==> src/rtl/irq_gather_pkg.sv <==
package irq_gather_pkg;
  localparam logic [7:0] OFF_STAT  = 8'h00;
  localparam logic [7:0] OFF_SSET  = 8'h04;
  localparam logic [7:0] OFF_SCLR  = 8'h08;
  localparam logic [7:0] OFF_MSTAT = 8'h0C;
  localparam logic [7:0] OFF_MSET  = 8'h10;
  localparam logic [7:0] OFF_MCLR  = 8'h14;

  typedef enum logic [2:0] {
    SEL_NONE, SEL_STAT, SEL_SSET, SEL_SCLR, SEL_MSTAT, SEL_MSET, SEL_MCLR
  } reg_sel_e;
endpackage

==> src/rtl/irq_gather_decode.sv <==
module irq_gather_decode
  import irq_gather_pkg::*;
#(
  parameter int unsigned N      = 32,
  parameter int unsigned ADDR_W = 8
) (
  input  logic              req_i,
  input  logic              we_i,
  input  logic [ADDR_W-1:0] addr_i,
  input  logic [N-1:0]      wdata_i,
  output reg_sel_e          sel_o,
  output logic [N-1:0]      st_set_o,
  output logic [N-1:0]      st_clr_o,
  output logic [N-1:0]      mk_set_o,
  output logic [N-1:0]      mk_clr_o
);
  logic wr;

  always_comb begin
    case (addr_i)
      ADDR_W'(OFF_STAT):  sel_o = SEL_STAT;
      ADDR_W'(OFF_SSET):  sel_o = SEL_SSET;
      ADDR_W'(OFF_SCLR):  sel_o = SEL_SCLR;
      ADDR_W'(OFF_MSTAT): sel_o = SEL_MSTAT;
      ADDR_W'(OFF_MSET):  sel_o = SEL_MSET;
      ADDR_W'(OFF_MCLR):  sel_o = SEL_MCLR;
      default:            sel_o = SEL_NONE;
    endcase
  end

  assign wr       = req_i & we_i;
  assign st_set_o = (wr && sel_o == SEL_SSET) ? wdata_i : '0;
  assign st_clr_o = (wr && sel_o == SEL_SCLR) ? wdata_i : '0;
  assign mk_set_o = (wr && sel_o == SEL_MSET) ? wdata_i : '0;
  assign mk_clr_o = (wr && sel_o == SEL_MCLR) ? wdata_i : '0;
endmodule

==> src/rtl/irq_gather_status.sv <==
module irq_gather_status #(
  parameter int unsigned N = 32
) (
  input  logic         clk_i,
  input  logic         rst_ni,
  input  logic [N-1:0] src_i,
  input  logic [N-1:0] set_i,
  input  logic [N-1:0] clr_i,
  output logic [N-1:0] status_o
);
  for (genvar i = 0; i < N; i++) begin : g_bit
    logic prev_q, stat_q, rise;

    assign rise = src_i[i] & ~prev_q;

    always_ff @(posedge clk_i or negedge rst_ni) begin
      if (!rst_ni) begin
        prev_q <= 1'b0;
        stat_q <= 1'b0;
      end else begin
        prev_q <= src_i[i];
        // a fresh edge overrides an acknowledge in the same cycle
        stat_q <= rise | set_i[i] | (stat_q & ~clr_i[i]);
      end
    end

    assign status_o[i] = stat_q;
  end
endmodule

==> src/rtl/irq_gather_mask.sv <==
module irq_gather_mask #(
  parameter int unsigned N = 32
) (
  input  logic         clk_i,
  input  logic         rst_ni,
  input  logic [N-1:0] set_i,
  input  logic [N-1:0] clr_i,
  output logic [N-1:0] mask_o
);
  logic [N-1:0] mask_q;

  always_ff @(posedge clk_i or negedge rst_ni) begin
    if (!rst_ni) mask_q <= '1;
    else         mask_q <= (mask_q | set_i) & ~clr_i;
  end

  assign mask_o = mask_q;
endmodule

==> src/rtl/irq_gather_ctrl.sv <==
module irq_gather_ctrl
  import irq_gather_pkg::*;
#(
  parameter int unsigned N      = 32,
  parameter int unsigned ADDR_W = 8
) (
  input  logic              clk_i,
  input  logic              rst_ni,
  input  logic [N-1:0]      src_i,
  input  logic              req_i,
  input  logic              we_i,
  input  logic [ADDR_W-1:0] addr_i,
  input  logic [N-1:0]      wdata_i,
  output logic [N-1:0]      rdata_o,
  output logic              irq_o
);
  reg_sel_e     sel;
  logic [N-1:0] st_set, st_clr, mk_set, mk_clr;
  logic [N-1:0] status_w, mask_w;

  irq_gather_decode #(.N(N), .ADDR_W(ADDR_W)) u_dec (
    .req_i   (req_i),
    .we_i    (we_i),
    .addr_i  (addr_i),
    .wdata_i (wdata_i),
    .sel_o   (sel),
    .st_set_o(st_set),
    .st_clr_o(st_clr),
    .mk_set_o(mk_set),
    .mk_clr_o(mk_clr)
  );

  irq_gather_status #(.N(N)) u_stat (
    .clk_i   (clk_i),
    .rst_ni  (rst_ni),
    .src_i   (src_i),
    .set_i   (st_set),
    .clr_i   (st_clr),
    .status_o(status_w)
  );

  irq_gather_mask #(.N(N)) u_mask (
    .clk_i (clk_i),
    .rst_ni(rst_ni),
    .set_i (mk_set),
    .clr_i (mk_clr),
    .mask_o(mask_w)
  );

  always_comb begin
    rdata_o = '0;
    if (req_i && !we_i) begin
      case (sel)
        SEL_STAT:  rdata_o = status_w;
        SEL_MSTAT: rdata_o = mask_w;
        default:   rdata_o = '0;
      endcase
    end
  end

  assign irq_o = |(status_w & ~mask_w);
endmodule

==> config.mk <==
export PLATFORM = sky130hd
export DESIGN_NAME = irq_gather_ctrl
export DESIGN_NICKNAME = d
export VERILOG_FILES = /design/src/rtl/irq_gather_pkg.sv /design/src/rtl/irq_gather_decode.sv /design/src/rtl/irq_gather_status.sv /design/src/rtl/irq_gather_mask.sv /design/src/rtl/irq_gather_ctrl.sv
export SDC_FILE = /design/constraint.sdc
export NUM_CORES = 1
export LEC_CHECK = 0
export BUFFER_PORTS_ARGS = -buffer_cell sky130_fd_sc_hd__clkbuf_2
export CAP_MARGIN = 20
export CORE_MARGIN = 5
export CORE_UTILIZATION = 40
export DETAILED_ROUTE_END_ITERATION = 8
export HOLD_SLACK_MARGIN = 0.05
export SLEW_MARGIN = 30
export SYNTH_ARGS = -nofsm -noshare
export SYNTH_HDL_FRONTEND = slang
export SYNTH_HIERARCHICAL = 1
export SYNTH_SLANG_ARGS = --single-unit
==> constraint.sdc <==
create_clock -name clk_i -period 6.3 [get_ports clk_i]
set_clock_uncertainty 0.2 [all_clocks]
set_input_delay 1.26 -clock clk_i [delete_from_list [all_inputs] [get_ports clk_i]]
set_output_delay 1.26 -clock clk_i [all_outputs]
set_load 0.02 [all_outputs]
==> metrics, run 1 <==
Final ANT Viol Nets=0; Cells after Synth=671; Max Freq=192 MHz; Initial Util=0.411; post-CTS sizing=0; sequential area share after synthesis=0.373; Worst Tran Pin Value=0.838 ns; area of the multi-input gates=0.00306 mm2; clk buf depth=2; global route overflow=0; die area=0.0190 mm2; routed wire length per instance=19.3 um; Area Growth Syn to Fin=10.7%; Row Count=46; largest net degree at the start of global routing=75; initial antenna violation count=0; Hold Crit Class=flip-flop to flip-flop; post-synth cell types=31; hold path cells=1; crit end category=output port; Via Count=5,153; GRT Total Usage=0.193; reg-to-reg critical path startpoint=u_stat/g_bit[12].stat_q; number of global-route vias before repair=5,139; root buffer cell=clkbuf_16; Slew headroom=0.441; critical path arrival=3.76 ns; Cell Pwr Density=194 mW/mm2; Leakage=2.90 nW; first-pass GRT wire length=28.5 mm; CTS Sinks=96; Fillers=1,550; Initial DRC Count=451; hold_buf cts=0; via/cell ratio=5.53; maxcap violations=0; syn nets=747; flops & latches, synth=96; share of layout cells above drive strength 1=0.399; Startpoint Class=primary input; RSZ-0062 raised after global routing=false; GR Util met2=0.288; WP data required=4.84 ns; Hold Violations, Final=0; Core Area=0.0159 mm2; final setup fails=0; Port Buf Inserts=108; Final Cell Area=0.00725 mm2; Yosys warning count=6; status=finished clean; CTS Buf Count=9; die width=138 um; M1 GR Usage=0.281; drt drc=0; Final Net Count=786; Async S/R FF share, synth=1.00; Skew-Pair Late Insertion Delay=0.34 ns; mapped cell area=0.00655 mm2; Ant. Diodes=0; crit share post-route=0.829; final cell count without fillers=931; EDFF count, synth=0; Clk pin slew, worst setup/hold paths=0.06 ns; first-pass detailed-route iteration total=5; Critical Path Fanout Max=56; synth top area cells=dfrtp_1 (24%), nor4_2 (17%), dfstp_2 (13%); DP HPWL=12.3 mm; min Tclk post-route=5.22 ns; WHS=0.335 ns; total wire length=17.9 mm; Synth area leader=dfrtp_1; Die H=138 um; CP Class=primary input to output port; Setup TNS Final=0 ns; RR Endpoint=u_stat/g_bit[12].stat_q; Max VDD drop=0.000127 V; syn avg cell area=9.75 um2; H-Tree Depth=3; GR peak layer=met2; io pins=109; Hold Crit Endpoint=u_mask/mask_o[16]; area share of the largest cell type after synthesis=0.245; routability cong.=0.805; Slew Limit Fails=0; min-delay src=u_mask/mask_o[16]; Post-synth top flop=dfrtp_1; met3 GRT Util=0.0327; placed cells=914; register area=0.00244 mm2; post-place instance area=0.00688 mm2; r2r setup slk=5.22 ns; CTS tree=done; Post-CTS Setup Inserts=0; Worst R2R Path Depth=1
-- placed cells by master, fill, tap and decap left out, drive strengths merged, types with 2 or more instances in the layout --
| cell type | synthesis | final |
|---|---|---|
| dfrtp | 64 | 64 |
| a22oi | 32 | 32 |
| inv | 128 | 128 |
| nand2b | 35 | 35 |
| o22ai | 16 | 16 |
| a221o | 32 | 32 |
| dfstp | 32 | 32 |
| o21ba | 32 | 32 |
| nor2 | 32 | 32 |
| buf | 71 | 13 |
| bufinv | 0 | 2 |
| a2111oi | 2 | 2 |
| nor3b | 2 | 2 |
| nor4 | 132 | 132 |
| nand2 | 32 | 32 |
| clkbuf | 21 | 120 |
-- sequential cells by signal (all words and copies together), names as in the netlist --
signal	flops
u_mask/mask_o	32
u_stat/g_bit.prev_q	32
u_stat/g_bit.stat_q	32
-- layout make-up --
type	count	share of cell area
Multi-Input combinational cell	355	0.422
Sequential cell	96	0.337
Timing Repair Buffer	120	0.0924
Inverter	128	0.0663
Tap cell	216	0.0373
Clock buffer	13	0.0359
Clock inverter	3	0.00898
-- metal layers --
metal  share of wire  routed length (um)
met2            0.46                8180
met3           0.054                 973
met4           0.022                 399
met5               0                   0
met1            0.47                8370
-- worst max path at each step --
stage,start,end,slack [ns],depth (start not counted)
floorplan,addr_i[1],rdata_o[10],1.31,8
global placement,addr_i[2],rdata_o[1],1.07,9
detailed placement,addr_i[2],rdata_o[1],0.95,9
CTS,addr_i[2],rdata_o[1],0.92,9
global route,addr_i[1],rdata_o[1],0.87,9
finish,addr_i[1],rdata_o[3],1.08,9
-- cell families (layout without fill, tap and decap cells) --
kind of cell	Yosys count	count (layout)	synth area share
compound gates	115	115	0.161
simple gates	240	240	0.300
flops	96	96	0.373
buf+inv	220	264	0.165
-- per-stage QoR --
step / power [mW] / utilization / setup WS [ns]
floorplan: 0.743 / - / 1.31
finish: 1.41 / 0.454 / 1.08
CTS: 1.42 / 0.452 / 0.924
global placement: 0.805 / 0.432 / 1.07
global route: 1.46 / 0.454 / 0.870
detailed placement: 0.809 / 0.432 / 0.946
-- where the power goes --
part           switching [mW]  internal [mW]
sequential             0.0104          0.638
combinational           0.108         0.0445
clock                   0.236          0.370
total                   0.355           1.05
-- Yosys cell counts, types with 13 or more instances --
cell type,n
clkbuf_1,20
buf_4,34
nor4_1,43
nor4_2,89
nand2_1,32
a22oi_1,22
a221o_1,32
o21ba_1,32
inv_1,128
nand2b_1,35
o22ai_1,16
dfrtp_1,64
buf_2,17
buf_6,13
nor2_1,22
dfstp_2,32
-- critical path, stage by stage --
cell      delay [ns]
clkbuf_2        0.08
or3_4           0.39
buf_4           0.35
nor4b_2         0.46
nor3b_4         0.25
buf_4           0.41
a22oi_1         0.20
nor2_1          0.14
clkbuf_2        0.18
Note: power is estimated with default switching activity, not from simulation.
==> inputs of run 2 (changes only) <==
Clock period 6.3 ns to 5.5 ns, I/O delays scaled along.
==> run 2 against run 1 <==
Net effect: die area stayed put; worst setup slack worse by 0.39 ns; non-clock buffer count is 2 higher; cell count is 0.21% higher; wire length is 1.6% higher.
==> metrics, run 2 (synthesized netlist as in run 1, its figures left out) <==
status=finished clean; crit share post-route=0.875; WHS=0.340 ns; CTS Buf Count=9; first-pass GRT wire length=29.1 mm; RSZ-0062 raised after global routing=false; number of global-route vias before repair=5,170; Core Area=0.0159 mm2; overall power=1.58 mW; most frequent cells in the layout=inv_1 (128), clkbuf_2 (107), nor4_2 (89); Final Cell Area=0.00721 mm2; Final ANT Viol Nets=0; Slew Limit Fails=0; DP HPWL=12.6 mm; Die H=138 um; Startpoint Class=primary input; final cell count without fillers=933; placed cells=917; Final Net Count=788; Clk pin slew, worst setup/hold paths=0.07 ns; die area=0.0190 mm2; share of layout cells above drive strength 1=0.399; final setup fails=0; clk buf depth=2; Post-CTS Setup Inserts=0; Area Growth Syn to Fin=10.1%; io pins=109; Max Freq=208 MHz; Cell Pwr Density=219 mW/mm2; Critical Path Fanout Max=32; Via Count=5,162; Max VDD drop=0.000264 V; root buffer cell=clkbuf_16; Initial Util=0.411; largest net degree at the start of global routing=75; post-CTS sizing=0; global route overflow=0; CTS Sinks=96; critical path arrival=3.51 ns; Worst Tran Pin Value=0.859 ns; Worst R2R Path Depth=1; Leakage=2.89 nW; hold path cells=1; CTS tree=done; Skew-Pair Late Insertion Delay=0.35 ns; Slew headroom=0.427; first-pass detailed-route iteration total=5; CP Class=primary input to output port; maxcap violations=0; Row Count=46; initial antenna violation count=0; Fillers=1,545; H-Tree Depth=3; crit end category=output port; Initial DRC Count=573; post-place instance area=0.00689 mm2; Setup TNS Final=0 ns; routed wire length per instance=19.5 um; commonest non-fill, non-tap cell in the layout=inv_1; via/cell ratio=5.53; drt drc=0; total wire length=18.2 mm; WP data required=4.20 ns; Port Buf Inserts=108; die width=138 um; GRT Total Usage=0.198; routability cong.=0.765; Hold Violations, Final=0; min Tclk post-route=4.81 ns; Ant. Diodes=0; Hold Crit Class=flip-flop to flip-flop; hold_buf cts=0
[run 2: final cells by class]
type	count	area, um2	share of cell area
multi-input combinational	355	3050	0.423
sequential	96	2440	0.339
timing repair buffer	122	656	0.0910
inverter	128	480	0.0667
clock buffer	13	270	0.0375
tap	216	270	0.0375
clock inverter	3	40.0	0.00555
[run 2: worst paths after layout]
path                            slack (ns)                      end                     from
max in group asynchronous             3.43   u_stat/g_bit[9].prev_q                   rst_ni
worst max register to register        4.41  u_stat/g_bit[17].stat_q  u_stat/g_bit[17].stat_q
worst max-delay path                  0.69               rdata_o[7]                addr_i[2]
min in group asynchronous             0.52  u_stat/g_bit[27].prev_q                   rst_ni
worst min-delay path                  0.34        u_mask/mask_o[31]        u_mask/mask_o[31]
worst min register to register        0.34        u_mask/mask_o[31]        u_mask/mask_o[31]
[run 2: report_power, final]
part | switching (mW) | total, mW | internal (mW)
registers | 0.0116 | 0.742 | 0.731
logic | 0.123 | 0.172 | 0.0487
clock network | 0.274 | 0.663 | 0.389
total | 0.409 | 1.58 | 1.17
[run 2: per-layer routing]
layer | global-route usage | share of wire | up-vias
li1 | - | - | 2419
met1 | 0.279 | 0.46 | 2579
met2 | 0.311 | 0.48 | 151
met3 | 0.0446 | 0.053 | 13
met4 | 0.0434 | 0.0087 | 0
met5 | 0 | 0 | -
[run 2: critical path, stage by stage]
cell	delay, ns
clkbuf_2	0.43
nand3b_1	0.16
a2111oi_0	0.51
buf_4	0.21
nor3b_4	0.16
buf_4	0.42
a22oi_1	0.19
nor2_1	0.15
clkbuf_2	0.19
[run 2: metrics by stage]
stage	setup WS, ns	utilization
detailed placement	0.689	0.432
CTS	0.651	0.452
global placement	0.727	0.432
finish	0.689	0.452
global route	0.487	0.452
floorplan	0.828	-
==> inputs of run 3 (changes only) <==
Settings changed: CTS_BUF_LIST from default to sky130_fd_sc_hd__clkbuf_2 sky130_fd_sc_hd__clkbuf_4 sky130_fd_sc_hd__clkbuf_8.
==> run 3 against run 2 <==
Net effect: first-iteration DRC count grew 0.87%; utilization shrank 0.61 points; worst hold slack gained 0.0037 ns; largest cell class unchanged; sequential power is essentially flat; non-clock buffer count is the same; critical path type unchanged; clock-buffer cell count is the same; total power shrank 9.8%; wire length is essentially flat; cell count is the same; largest power group unchanged; register-to-register slack is essentially flat; worst setup slack gained 0.0075 ns.
==> metrics, run 3 (synthesized netlist as in run 1, its figures left out) <==
Worst Tran Pin Value=0.886 ns; Slew Limit Fails=0; Die H=138 um; total wire length=18.2 mm; initial antenna violation count=0; Via Count=5,162; CTS tree=done; clk buf depth=2; Initial DRC Count=578; Post-CTS Setup Inserts=0; Area Growth Syn to Fin=8.64%; maxcap violations=0; WHS=0.343 ns; most frequent cells in the layout=inv_1 (128), clkbuf_2 (107), nor4_2 (89); Clk pin slew, worst setup/hold paths=0.10 ns; hold path cells=1; crit end category=output port; reg-to-reg critical path startpoint=u_stat/g_bit[26].stat_q; post-CTS sizing=0; RSZ-0062 raised after global routing=false; via/cell ratio=5.53; WP data required=4.20 ns; Cell Pwr Density=200 mW/mm2; r2r setup slk=4.42 ns; Worst R2R Path Depth=1; min-delay src=u_mask/mask_o[31]; status=finished clean; Max Freq=208 MHz; crit share post-route=0.873; Critical Path Fanout Max=32; number of global-route vias before repair=5,151; CP Class=primary input to output port; global route overflow=0; Core Area=0.0159 mm2; die width=138 um; Max stage delay on crit path=0.51 ns; Port Buf Inserts=108; die area=0.0190 mm2; H-Tree Depth=3; share of layout cells above drive strength 1=0.400; CTS Buf Count=9; routability cong.=0.765; drt drc=0; Hold Crit Endpoint=u_mask/mask_o[31]; DP HPWL=12.6 mm; Startpoint Class=primary input; Setup TNS Final=0 ns; Initial Util=0.411; crit-path cells=clkbuf_2 > nand3b_1 > a2111oi_0 > buf_4 > nor3b_4 > buf_4 > a22oi_1 > nor2_1 > clkbuf_2; first-pass detailed-route iteration total=4; io pins=109; largest net degree at the start of global routing=75; GRT Total Usage=0.196; Hold Violations, Final=0; Final Cell Area=0.00711 mm2; final setup fails=0; min Tclk post-route=4.80 ns; RR Endpoint=u_stat/g_bit[26].stat_q; critical path arrival=3.50 ns; Final WS setup=0.697 ns; placed cells=917; first-pass GRT wire length=28.8 mm; CTS Sinks=96; Hold Crit Class=flip-flop to flip-flop; fin util=0.446; root buffer cell=clkbuf_8; CP max-delay cell=a2111oi_0; Slew headroom=0.409; post-place instance area=0.00689 mm2; hold_buf cts=0; routed wire length per instance=19.5 um; Skew-Pair Late Insertion Delay=0.39 ns; final cell count without fillers=933; Leakage=2.85 nW; Max VDD drop=0.000154 V; Ant. Diodes=0; commonest non-fill, non-tap cell in the layout=inv_1; Final Net Count=788; Row Count=46; Final ANT Viol Nets=0; overall power=1.42 mW; pre-CTS setup slack=0.689 ns
## run 3: cell counts in the layout (fill, tap and decap cells not counted)
No cell type changed its count.
## run 3: power by group
group          total, mW  internal (mW)  switching [mW]
logic              0.173         0.0487           0.124
registers          0.742          0.730          0.0116
clock network      0.507          0.252           0.256
total               1.42           1.03           0.391
## run 3: worst max path at each step
stage	start	to	cells past startpoint
2_1_floorplan	addr_i[1]	rdata_o[10]	8
4_1_cts	addr_i[2]	rdata_o[5]	9
6_report	addr_i[2]	rdata_o[7]	9
3_3_place_gp	addr_i[2]	rdata_o[1]	9
5_1_grt	addr_i[2]	rdata_o[1]	9
3_5_place_dp	addr_i[2]	rdata_o[5]	9
## run 3: metal layers
layer	routed length [um]	vias to the layer above	GRT usage	part of all wire
met5	0	-	0	0
met4	196	0	0.0401	0.011
met3	1030	20	0.0446	0.056
met2	8520	153	0.310	0.47
met1	8470	2576	0.276	0.47
li1	-	2413	-	-
## run 3: final cells by class
| cell class | instances | area [um2] |
|---|---|---|
| multi-input combinational | 355 | 3050 |
| clock buffer | 13 | 173 |
| timing repair buffer | 122 | 656 |
| tap | 216 | 270 |
| clock inverter | 3 | 40.0 |
| sequential | 96 | 2440 |
| inverter | 128 | 480 |
| fill | 1559 | 8830 |
## run 3: worst max-delay path, delay by kind of cell
family          cells  cell delay (ns)
simple gates        3             0.47
compound gates      2             0.69
buf+inv             4             1.24
